`src/rtl/rank_dec_pkg.sv`:
```
package rank_dec_pkg;

    typedef enum logic [2:0] {
        ATTR_NONE = 3'b000,
        ATTR_4K   = 3'b010,
        ATTR_8K   = 3'b011,
        ATTR_16K  = 3'b100
    } attr_code_e;

    typedef enum logic {
        MODE_ASYM = 1'b0,
        MODE_ILV  = 1'b1
    } dec_mode_e;

    function automatic logic attr_populated(input logic [2:0] code);
        return (code == ATTR_4K) || (code == ATTR_8K) || (code == ATTR_16K);
    endfunction

    function automatic logic attr_reserved(input logic [2:0] code);
        return (code != ATTR_NONE) && !attr_populated(code);
    endfunction

endpackage

```
`src/rtl/rank_cfg_regs.sv`:
```
module rank_cfg_regs #(
    parameter int RANKS = 4,
    parameter int BW    = 8,
    parameter int SEL_W = 4
) (
    input  logic                       clk,
    input  logic                       rst_n,
    input  logic                       wr_en,
    input  logic [SEL_W-1:0]           wr_sel,
    input  logic [7:0]                 wr_data,
    output logic [RANKS-1:0][BW-1:0]   bnd_c0,
    output logic [RANKS-1:0][BW-1:0]   bnd_c1,
    output logic [RANKS-1:0][2:0]      att_c0,
    output logic [RANKS-1:0][2:0]      att_c1
);
    localparam int PAIRS     = RANKS / 2;
    localparam int ATT0_BASE = 2 * RANKS;
    localparam int ATT1_BASE = 2 * RANKS + PAIRS;

    always_ff @(posedge clk or negedge rst_n) begin
        if (!rst_n) begin
            bnd_c0 <= '0;
            bnd_c1 <= '0;
            att_c0 <= '0;
            att_c1 <= '0;
        end else if (wr_en) begin
            for (int r = 0; r < RANKS; r++) begin
                if (int'(wr_sel) == r)         bnd_c0[r] <= wr_data[BW-1:0];
                if (int'(wr_sel) == RANKS + r) bnd_c1[r] <= wr_data[BW-1:0];
            end
            for (int p = 0; p < PAIRS; p++) begin
                if (int'(wr_sel) == ATT0_BASE + p) begin
                    att_c0[2*p]   <= wr_data[2:0];
                    att_c0[2*p+1] <= wr_data[6:4];
                end
                if (int'(wr_sel) == ATT1_BASE + p) begin
                    att_c1[2*p]   <= wr_data[2:0];
                    att_c1[2*p+1] <= wr_data[6:4];
                end
            end
        end
    end

    // without a write strobe the configuration holds
    a_r2_hold_without_write: assert property (@(posedge clk) disable iff (!rst_n)
        !wr_en |=> ($stable(bnd_c0) && $stable(bnd_c1) && $stable(att_c0) && $stable(att_c1)));

endmodule

```
`src/rtl/rank_mode_detect.sv`:
```
module rank_mode_detect
    import rank_dec_pkg::*;
#(
    parameter int RANKS = 4,
    parameter int BW    = 8
) (
    input  logic [RANKS-1:0][BW-1:0]   bnd_c0,
    input  logic [RANKS-1:0][BW-1:0]   bnd_c1,
    input  logic [RANKS-1:0][2:0]      att_c0,
    input  logic [RANKS-1:0][2:0]      att_c1,
    output dec_mode_e                  mode,
    output logic                       cfg_err,
    output logic [BW:0]                total
);
    always_comb begin
        mode = ((bnd_c0 == bnd_c1) && (att_c0 == att_c1)) ? MODE_ILV : MODE_ASYM;
        cfg_err = 1'b0;
        for (int r = 0; r < RANKS; r++) begin
            cfg_err = cfg_err | attr_reserved(att_c0[r]) | attr_reserved(att_c1[r]);
        end
        if (mode == MODE_ILV)
            total = {bnd_c0[RANKS-1], 1'b0};
        else
            total = {1'b0, bnd_c0[RANKS-1]} + {1'b0, bnd_c1[RANKS-1]};
    end
endmodule

```
`src/rtl/rank_search.sv`:
```
module rank_search
    import rank_dec_pkg::*;
#(
    parameter int RANKS = 4,
    parameter int UW    = 9,
    localparam int RIW  = $clog2(RANKS)
) (
    input  logic [RANKS-1:0][UW-1:0]   bnd,
    input  logic [RANKS-1:0][2:0]      att,
    input  logic [UW-1:0]              unit,
    output logic                       found,
    output logic [RIW-1:0]             idx,
    output logic                       pop
);
    logic [RANKS-1:0] cand;

    for (genvar r = 0; r < RANKS; r++) begin : g_cand
        if (r == 0) begin : g_first
            assign cand[r] = (bnd[r] > unit) && (bnd[r] != '0);
        end else begin : g_rest
            assign cand[r] = (bnd[r] > unit) && (bnd[r] > bnd[r-1]);
        end
    end

    always_comb begin
        found = 1'b0;
        idx   = '0;
        pop   = 1'b0;
        for (int r = RANKS - 1; r >= 0; r--) begin
            if (cand[r]) begin
                found = 1'b1;
                idx   = RIW'(r);
                pop   = attr_populated(att[r]);
            end
        end
    end
endmodule

```
`src/rtl/rank_addr_decoder.sv`:
```
module rank_addr_decoder
    import rank_dec_pkg::*;
#(
    parameter int ADDR_W   = 33,
    parameter int UNIT_LSB = 25,
    parameter int BW       = 8,
    parameter int RANKS    = 4,
    parameter int CHAN_BIT = 7,
    localparam int SEL_W   = $clog2(4 * RANKS),
    localparam int UW      = BW + 1,
    localparam int RIW     = $clog2(RANKS)
) (
    input  logic              clk,
    input  logic              rst_n,
    input  logic              cfg_wr_en,
    input  logic [SEL_W-1:0]  cfg_wr_sel,
    input  logic [7:0]        cfg_wr_data,
    input  logic              dec_valid,
    input  logic [ADDR_W-1:0] dec_addr,
    output logic              res_valid,
    output logic              res_hit,
    output logic              res_oor,
    output logic [RIW-1:0]    res_rank,
    output logic              res_chan,
    output logic              mode_ilv,
    output logic              cfg_err,
    output logic [UW-1:0]     total_units
);
    logic [RANKS-1:0][BW-1:0] bnd_c0, bnd_c1;
    logic [RANKS-1:0][2:0]    att_c0, att_c1;
    dec_mode_e                mode;

    rank_cfg_regs #(.RANKS(RANKS), .BW(BW), .SEL_W(SEL_W)) u_regs (
        .clk(clk), .rst_n(rst_n), .wr_en(cfg_wr_en), .wr_sel(cfg_wr_sel),
        .wr_data(cfg_wr_data), .bnd_c0(bnd_c0), .bnd_c1(bnd_c1),
        .att_c0(att_c0), .att_c1(att_c1)
    );

    rank_mode_detect #(.RANKS(RANKS), .BW(BW)) u_mode (
        .bnd_c0(bnd_c0), .bnd_c1(bnd_c1), .att_c0(att_c0), .att_c1(att_c1),
        .mode(mode), .cfg_err(cfg_err), .total(total_units)
    );

    assign mode_ilv = (mode == MODE_ILV);

    logic [UW-1:0]             unit, top0, s_unit;
    logic [RANKS-1:0][UW-1:0]  s_bnd;
    logic [RANKS-1:0][2:0]     s_att;
    logic                      s_chan, s_found, s_pop, oor_c;
    logic [RIW-1:0]            s_idx;

    assign unit = UW'(dec_addr[ADDR_W-1:UNIT_LSB]);
    assign top0 = {1'b0, bnd_c0[RANKS-1]};

    always_comb begin
        s_unit = unit;
        s_chan = 1'b0;
        s_att  = att_c0;
        for (int r = 0; r < RANKS; r++) s_bnd[r] = {1'b0, bnd_c0[r]};
        unique case (mode)
            MODE_ILV: begin
                for (int r = 0; r < RANKS; r++) s_bnd[r] = {bnd_c0[r], 1'b0};
                s_chan = dec_addr[CHAN_BIT];
            end
            MODE_ASYM: begin
                if (unit >= top0) begin
                    for (int r = 0; r < RANKS; r++) s_bnd[r] = {1'b0, bnd_c1[r]};
                    s_att  = att_c1;
                    s_unit = unit - top0;
                    s_chan = 1'b1;
                end
            end
        endcase
    end

    rank_search #(.RANKS(RANKS), .UW(UW)) u_search (
        .bnd(s_bnd), .att(s_att), .unit(s_unit),
        .found(s_found), .idx(s_idx), .pop(s_pop)
    );

    assign oor_c = (unit >= total_units);

    always_ff @(posedge clk or negedge rst_n) begin
        if (!rst_n) begin
            res_valid <= 1'b0;
            res_hit   <= 1'b0;
            res_oor   <= 1'b0;
            res_rank  <= '0;
            res_chan  <= 1'b0;
        end else begin
            res_valid <= dec_valid;
            res_hit   <= dec_valid && !oor_c && s_found && s_pop;
            res_oor   <= dec_valid && oor_c;
            if (dec_valid) begin
                res_rank <= s_idx;
                res_chan <= s_chan;
            end
        end
    end

    // a request is answered on the next cycle
    a_r6_result_next_cycle: assert property (@(posedge clk) disable iff (!rst_n)
        dec_valid |=> res_valid);
    // flags stay quiet without a result
    a_r6_flags_need_valid: assert property (@(posedge clk) disable iff (!rst_n)
        !res_valid |-> (!res_hit && !res_oor));
    // out of range never counts as a hit
    a_r7_oor_not_hit: assert property (@(posedge clk) disable iff (!rst_n)
        res_oor |-> !res_hit);
    // interleaved channel follows the address bit
    a_r9_ilv_channel_bit: assert property (@(posedge clk) disable iff (!rst_n)
        (dec_valid && mode_ilv) |=> (!res_hit || (res_chan == $past(dec_addr[CHAN_BIT]))));

endmodule

```
`config.mk`:
```
export PLATFORM = sky130hd
export DESIGN_NAME = rank_addr_decoder
export DESIGN_NICKNAME = d
export VERILOG_FILES = /design/src/rtl/rank_dec_pkg.sv /design/src/rtl/rank_cfg_regs.sv /design/src/rtl/rank_mode_detect.sv /design/src/rtl/rank_search.sv /design/src/rtl/rank_addr_decoder.sv
export SDC_FILE = /design/constraint.sdc
export NUM_CORES = 1
export LEC_CHECK = 0
export BUFFER_PORTS_ARGS = -buffer_cell sky130_fd_sc_hd__buf_2
export CAP_MARGIN = 30
export CORE_ASPECT_RATIO = 1.4
export CORE_UTILIZATION = 45
export CTS_BUF_LIST = sky130_fd_sc_hd__clkbuf_8 sky130_fd_sc_hd__clkbuf_16
export CTS_CLUSTER_DIAMETER = 80
export CTS_CLUSTER_SIZE = 16
export DETAILED_ROUTE_END_ITERATION = 10
export GPL_TIMING_DRIVEN = 0
export PLACE_DENSITY = 0.71
export SETUP_SLACK_MARGIN = 0.5
export SYNTH_ARGS = -nofsm -noshare
export SYNTH_HDL_FRONTEND = slang
export SYNTH_SLANG_ARGS = --single-unit
```
`constraint.sdc`:
```
create_clock -name clk -period 4.7 [get_ports clk]
set_clock_uncertainty 0.1 [all_clocks]
set_input_delay 0.94 -clock clk [delete_from_list [all_inputs] [get_ports clk]]
set_output_delay 0.94 -clock clk [all_outputs]
set_load 0.01 [all_outputs]
```
---- Word-level counts from Yosys, hierarchy flattened ----
Cells that the tools add are included.
storage, ports and cells
  flip-flop bits (word level) ............. 94
  output and inout port bits .............. 17
  logic and storage cells ................. 183
  input port bits ......................... 49
cells by class
  order comparisons ....................... 9
  muxes and demuxes ....................... 22
  bitwise gates (word level) .............. 8
  reductions and logical operators ........ 72
  equal/unequal tests ..................... 49
  $add $sub $neg .......................... 2
operator list
  operator                                              count
  equality test 3 x 2 -> 1 bit (second input constant)  24
  case mux 36 bit (2 select lines)                      1
  greater-than comparator 9 bit                         7
  equality test 3 bit (second input constant)           12
  two-way mux 35 bit                                    1
  equality test 32 bit                                  1
  equality test 4 bit (second input constant)           8
  two-way mux 9 bit                                     3
  logical OR 1 bit                                      24
  two-way mux 12 bit                                    2
  AND reduction 2 bit                                   12
  nonzero test 3 bit                                    8
  logical AND 1 bit                                     17
  equality test 12 bit                                  1
  two-way mux 1 bit                                     10
  adder 8 x 8 -> 9 bit                                  1
  >= comparator 8 x 9 -> 1 bit                          1
  logical NOT 1 bit                                     9
  nonzero test 9 bit                                    1
  subtractor 8 x 8 -> 9 bit                             1
  equality test 4 x 3 -> 1 bit (second input constant)  2
  >= comparator 8 bit                                   1
  two-way mux 2 bit                                     4
  bitwise OR 1 bit                                      7
  4 further kinds                                       4

---- Depth between registers and ports, before layout ----
  depth in word-level cells ............... 13
  mapped depth ............................ 26
  depth with buffers taken out ............ 22

---- Cells and area by module ----
A second synthesis with hierarchy kept.
second synthesis, totals
  cells, all modules ...................... 812
  area, all modules ....................... 7965.1 um^2
by module, submodules not included
  module             cells an instance  sequential area each (um^2)  area each (um^2)  times used
  rank_cfg_regs      204                2202.1                       3448.3            1
  rank_addr_decoder  272                150.1                        1828.0            1
  rank_search        215                0.0                          1654.1            1
  rank_mode_detect   121                0.0                          1034.7            1

---- Worst setup path after synthesis ----
Ideal clock, no wire load.
  path type ............................... input to register
  start ................................... input port dec_addr[27]
  end ..................................... register res_hit
  arrival time ............................ 5319 ps
  cell stages on the path ................. 23
  required time ........................... 4481 ps
  buffers on the path ..................... 3
  library setup time ...................... 119 ps
  slack ................................... -838 ps
  path through ............................ ha_1 -> a21oi_1 -> o21ai_1 -> o31a_1 -> nor2_1 -> clkbuf_1 -> buf_2 -> buf_1 -> mux2i_1 -> a21oi_1 -> ha_1 -> nor2b_1 -> o21a_1 -> o21ai_0 -> nand2b_1 -> a21oi_1 -> o21ai_0 -> a21o_1 -> a21oi_1 -> a2111oi_0 -> o2111ai_2 -> mux2i_1 -> o21a_1
on the way
  word-level cells in the longest chain between the ends .. 11
  elaborated cells between the ends (all ways) .. 53
  those cells by class .................... add/sub (1); order compare (9); eq/ne (12); mux (14); reduce/logical (17)
RTL lines
  element                                                                        line                                              RTL
  start, declared                                                                rank_addr_decoder.sv:19                           input logic [ADDR_W-1:0] dec_addr,
  >= comparator 8 bit or subtractor 8 x 8 -> 9 bit (tied branches)               rank_addr_decoder.sv:66, rank_addr_decoder.sv:69
  two-way mux 35 bit (tied with other cells)                                     rank_addr_decoder.sv:66                           if (unit >= top0) begin
  case mux 36 bit (2 select lines) (tied with other cells)                       rank_addr_decoder.sv:60                           unique case (mode)
  greater-than comparator 9 bit or equality test 3 x 2 -> 1 bit (tied branches)  rank_search.sv:21, rank_dec_pkg.sv:16
  logical AND 1 bit or logical OR 1 bit (tied branches)                          rank_search.sv:21, rank_dec_pkg.sv:16
  two-way mux 1 bit or logical OR 1 bit (tied branches)                          rank_search.sv:30, rank_dec_pkg.sv:16
  two-way mux 1 bit (3 in a row)                                                 rank_search.sv:30                                 if (cand[r]) begin
  logical AND 1 bit or two-way mux 1 bit (tied branches)                         rank_addr_decoder.sv:92, rank_search.sv:30
  logical AND 1 bit *                                                            rank_addr_decoder.sv:92                           res_hit <= dec_valid && !oor_c && s_found && s_pop;
  end signal, assigned                                                           rank_addr_decoder.sv:92
  end, declared                                                                  rank_addr_decoder.sv:21                           output logic res_hit,
Every way passes the cells marked *; elsewhere a longest branch is shown, timed or not.
A chain may end at the register's enable or synchronous reset.

---- Final worst setup path ----
  start ................................... register u_regs.bnd_c1[28] (netlist bit)
  end ..................................... register res_hit
on the way
  word-level cells in the longest chain between the ends .. 13
  elaborated cells between the ends (all ways) .. 55
  those cells by class .................... add/sub (1); order compare (8); eq/ne (13); mux (14); bitwise (1); reduce/logical (18)
RTL lines
  element                           line                     RTL
  start, declared                   rank_cfg_regs.sv:12      output logic [RANKS-1:0][BW-1:0] bnd_c1,
  equality test 32 bit              rank_mode_detect.sv:16   mode = ((bnd_c0 == bnd_c1) && (att_c0 == att_c1)) ? MODE_ILV : MODE_ASYM;
  logical AND 1 bit                 rank_mode_detect.sv:16
  two-way mux 1 bit                 rank_mode_detect.sv:16
  inverter 1 bit                    -
  case mux 36 bit (2 select lines)  rank_addr_decoder.sv:60
  greater-than comparator 9 bit     rank_search.sv:21        assign cand[r] = (bnd[r] > unit) && (bnd[r] > bnd[r-1]);
  logical AND 1 bit                 rank_search.sv:21
  two-way mux 1 bit (4 in a row)    rank_search.sv:30
  logical AND 1 bit                 rank_addr_decoder.sv:92
  logical AND 1 bit *               rank_addr_decoder.sv:92
Marked as above.

==> impl_metrics.json <==
{
  "avgSynthCellArea_sq_um": 9.18,
  "power.leakage_uw": 0.00447,
  "irDropWorstVdd_v": 0.000209,
  "drtAntennaViolNets": 0,
  "power_frac_clock_pct": 13.5,
  "fin_util_pct": 60.6,
  "root_buffer": "clkbuf_16",
  "ys_types": 63,
  "min_path_type": "input pin to async pin",
  "hold_viol": 0,
  "timing.rr.start": "u_regs.bnd_c1[28]$_DFFE_PN0P_",
  "track_usage_pct": 29.5,
  "gp_congestion": 0.924,
  "syn_inst": 827,
  "hold_ws_ns": 0.389,
  "coreArea_sq_um": 16300,
  "endpoint_kind": "flip-flop",
  "maxCapViolations": 0,
  "die_x_um": 112,
  "critPathLaunchType": "flip-flop",
  "core.rowCount": 55,
  "drt-pass1-iter-count": 8,
  "die_area_sq_um": 17400,
  "synth_flop_cell": "dfrtp_1",
  "clk_pin_slew_ns": 0.08,
  "dp_cells": 1068,
  "critical_path_class": "flip-flop to flip-flop",
  "regToRegSetupSlack_ns": -0.28,
  "ioPinCount": 66,
  "tightest_slew_ns": 0.932,
  "grt_pass1_wl_um": 38700,
  "switching_share_pct": 45.2,
  "grt_util_met3_pct": 5.17,
  "wl_per_cell_um": 22.0,
  "period_minus_slack_ns": 4.98,
  "cpMaxStageDelayCell": "or4_4",
  "io_buffers": 41,
  "internal_power_uw": 2940,
  "syn_area_sq_um": 7590,
  "p_seq_share_pct": 23.3,
  "yosysWarnings": 0,
  "fin_nets": 1069,
  "max-clock-path-buffers": 2,
  "cts.sinks": 94,
  "violations": "DRC, setup timing",
  "grt_use_met1_pct": 31.7,
  "drc": 4,
  "wirelength_um": 25200,
  "crit_fanout": 8,
  "layout-drive-gt1-share_pct": 36.0,
  "period_share_pct": 106,
  "busiest_layer": "met2",
  "yosysSeqAreaShare_pct": 31.0,
  "dpl.hpwl_um": 18400,
  "grt_max_degree": 72,
  "placed_area_sq_um": 8370,
  "use_met2_pct": 52.3,
  "grt_pass1_vias": 7096,
  "antenna_cells": 0,
  "p_sw_uw": 2430,
  "grt-ovfl-total": 0,
  "cp.arrival_ns": 5.18,
  "drv_slew": 0,
  "die_height_um": 156,
  "initial_utilization_pct": 46.5,
  "timing.fmax_mhz": 201,
  "area_growth_pct": 30.2,
  "pwr_density_cell_nw_per_um2": 544,
  "synth-edff-count": 0,
  "async_flop_share_pct": 100,
  "htree_levels": 3,
  "hold_buffers": 0,
  "cts_tree": "built",
  "outcome": "complete, but fails checks",
  "slew_headroom_pct": 37.6,
  "clk_latency_ns": 0.36,
  "rr_endpoint": "res_hit$_DFF_PN0_",
  "vias": 6993,
  "final_area_sq_um": 9880,
  "synth_fp_nets": 953,
  "viasPerCell": 6.10,
  "setup_viol": 3,
  "antenna_found_initial": 0,
  "drtIter0Drc": 444,
  "rr_worst_depth": 22,
  "numCtsBuffers": 9,
  "required_ns": 4.90,
  "rsz0062_at_grt": "yes",
  "path_cells": "ha_4 -> or4_4 -> nor2_4 -> nand2_2 -> or3_4 -> buf_6 -> buf_8 -> buf_8 -> clkbuf_16 -> clkbuf_16 -> buf_6 -> nor2_1 -> a21oi_1 -> ha_1 -> a21o_1 -> a211oi_2 -> nor2_1 -> a211oi_1 -> o21ai_1 -> o2111ai_2 -> mux2i_1 -> o21a_1",
  "fin_cells": 1147,
  "setup-tns-final_ns": -0.636,
  "cpPeakStageDelay_ns": 0.55,
  "fin_ws_ns": -0.281,
  "comb_power_share_pct": 63.2,
  "ys_seq_elements": 94
}
==> flip-flops by register name, indices dropped and copies added, names as in the netlist <==
signal and flops:
u_regs.att_c1 12, res_hit 1, u_regs.att_c0 12, res_oor 1, res_chan 1, u_regs.bnd_c0 32, u_regs.bnd_c1 32, res_rank 2
res_valid 1
==> worst max path at each step <==
stage                     depth (start not counted)  slack (ns)                          start                end
after detailed placement                         19       -1.21                   dec_addr[27]  res_hit$_DFF_PN0_
after floorplan                                  23        0.13  u_regs.bnd_c0[25]$_DFFE_PN0P_  res_hit$_DFF_PN0_
after global placement                           19       -1.19                   dec_addr[27]  res_hit$_DFF_PN0_
after global routing                             22       -0.43  u_regs.bnd_c0[29]$_DFFE_PN0P_  res_hit$_DFF_PN0_
final                                            22       -0.28  u_regs.bnd_c1[28]$_DFFE_PN0P_  res_hit$_DFF_PN0_
after CTS                                        24       -0.31  u_regs.bnd_c0[25]$_DFFE_PN0P_  res_hit$_DFF_PN0_
==> Yosys cell counts (all sizes together), types with 3 or more instances <==
| cell | instances | area share (%) |
|---|---|---|
| o21a | 4 | 0.40 |
| a211oi | 6 | 0.76 |
| o22ai | 4 | 0.33 |
| a31oi | 11 | 1.3 |
| or3 | 4 | 0.33 |
| xnor2 | 14 | 1.6 |
| nor2 | 77 | 3.9 |
| mux2i | 19 | 2.5 |
| buf | 6 | 0.53 |
| nand3 | 15 | 0.99 |
| clkbuf | 21 | 1.0 |
| and3 | 5 | 0.41 |
| or2 | 3 | 0.25 |
| nand2b | 10 | 0.82 |
| nor3 | 13 | 0.86 |
| nor4 | 26 | 2.4 |
| nand2 | 55 | 2.8 |
| a21o | 23 | 2.3 |
| nand4 | 9 | 0.74 |
| dfrtp | 94 | 31 |
| a21oi | 71 | 4.7 |
| xor2 | 40 | 4.6 |
| inv | 56 | 2.8 |
| or4 | 4 | 0.49 |
| ha | 75 | 12 |
| mux2 | 82 | 12 |
| nor2b | 14 | 1.2 |
| o21bai | 3 | 0.30 |
| maj3 | 3 | 0.43 |
| o21ai | 33 | 2.2 |
==> worst max-delay path, delay by kind of cell (launching register included) <==
kind            cells  cell delay (ns)
simple gates        6             1.37
buf+inv             6             0.83
fa+ha+maj           2             0.57
compound gates      7             1.30
flops               1             0.44
mux                 1             0.31
==> logic make-up (layout without fill, tap and decap cells) <==
logic type | count (synthesis) | in the layout | share of synthesized area [%]
fa+ha+maj | 80 | 80 | 13.3
buf+inv | 84 | 205 | 4.45
xor+xnor | 54 | 54 | 6.23
simple gates | 242 | 242 | 16.0
mux | 101 | 101 | 14.7
compound gates | 172 | 172 | 14.3
flops | 94 | 94 | 31.0
==> layout by cell type, fill, tap and decap left out, drive strengths merged, types with 3 or more instances in the layout <==
cell type and n:
o21ai 33, maj3 3, mux2 82, and3 5, o22ai 4, or2 3, or4 4, a211oi 6
nor2 77, xnor2 14, a31oi 11, clkbuf 31, o21bai 3, clkinv 3, nor4 26, o21a 4
dfrtp 94, nand3 15, ha 75, nor3 13, xor2 40, nand2b 10, nor2b 14, a21oi 71
inv 61, mux2i 19, nand4 9, nand2 55, a21o 23, buf 110, or3 4
==> metal layers <==
metal,vias up,part of all wire [%]
li1,3196,-
met1,3422,37
met2,266,51
met3,109,6.0
met4,0,6.6
met5,-,0
==> timing repair <==
| item | CTS | global route |
|---|---|---|
| pin swaps | 34 | 32 |
| cloned | 1 | 0 |
| gates resized for setup | 112 | 44 |
| buffers inserted | 42 | 19 |
| endpoints found under the setup margin | 13 | 13 |
==> power by group through the flow <==
| stage | Sequential (uW) | Clock, uW | Combinational [uW] |
|---|---|---|---|
| 2_1_floorplan | 1180 | 0 | 2020 |
| 3_3_place_gp | 1250 | 0 | 2680 |
| 3_5_place_dp | 1250 | 0 | 2730 |
| 4_1_cts | 1230 | 736 | 3110 |
| 5_1_grt | 1280 | 766 | 3700 |
| 6_report | 1250 | 726 | 3400 |
==> cell type report <==
class | instances | area (sq um)
multi-input cells | 649 | 5650
clock inverters | 7 | 62.6
fillers | 1339 | 6430
well taps | 199 | 249
repair buffers | 105 | 802
clock buffers | 9 | 225
inverters | 57 | 226
plain buffers | 27 | 305
flip-flops and latches | 94 | 2360
==> stage by stage <==
step	power, uW	setup slack [ns]
final	5370	-0.281
after global routing	5740	-0.431
after CTS	5080	-0.312
after detailed placement	3980	-1.21
after global placement	3920	-1.19
after floorplan	3210	0.128
Note: power is estimated with default switching activity, not from simulation.
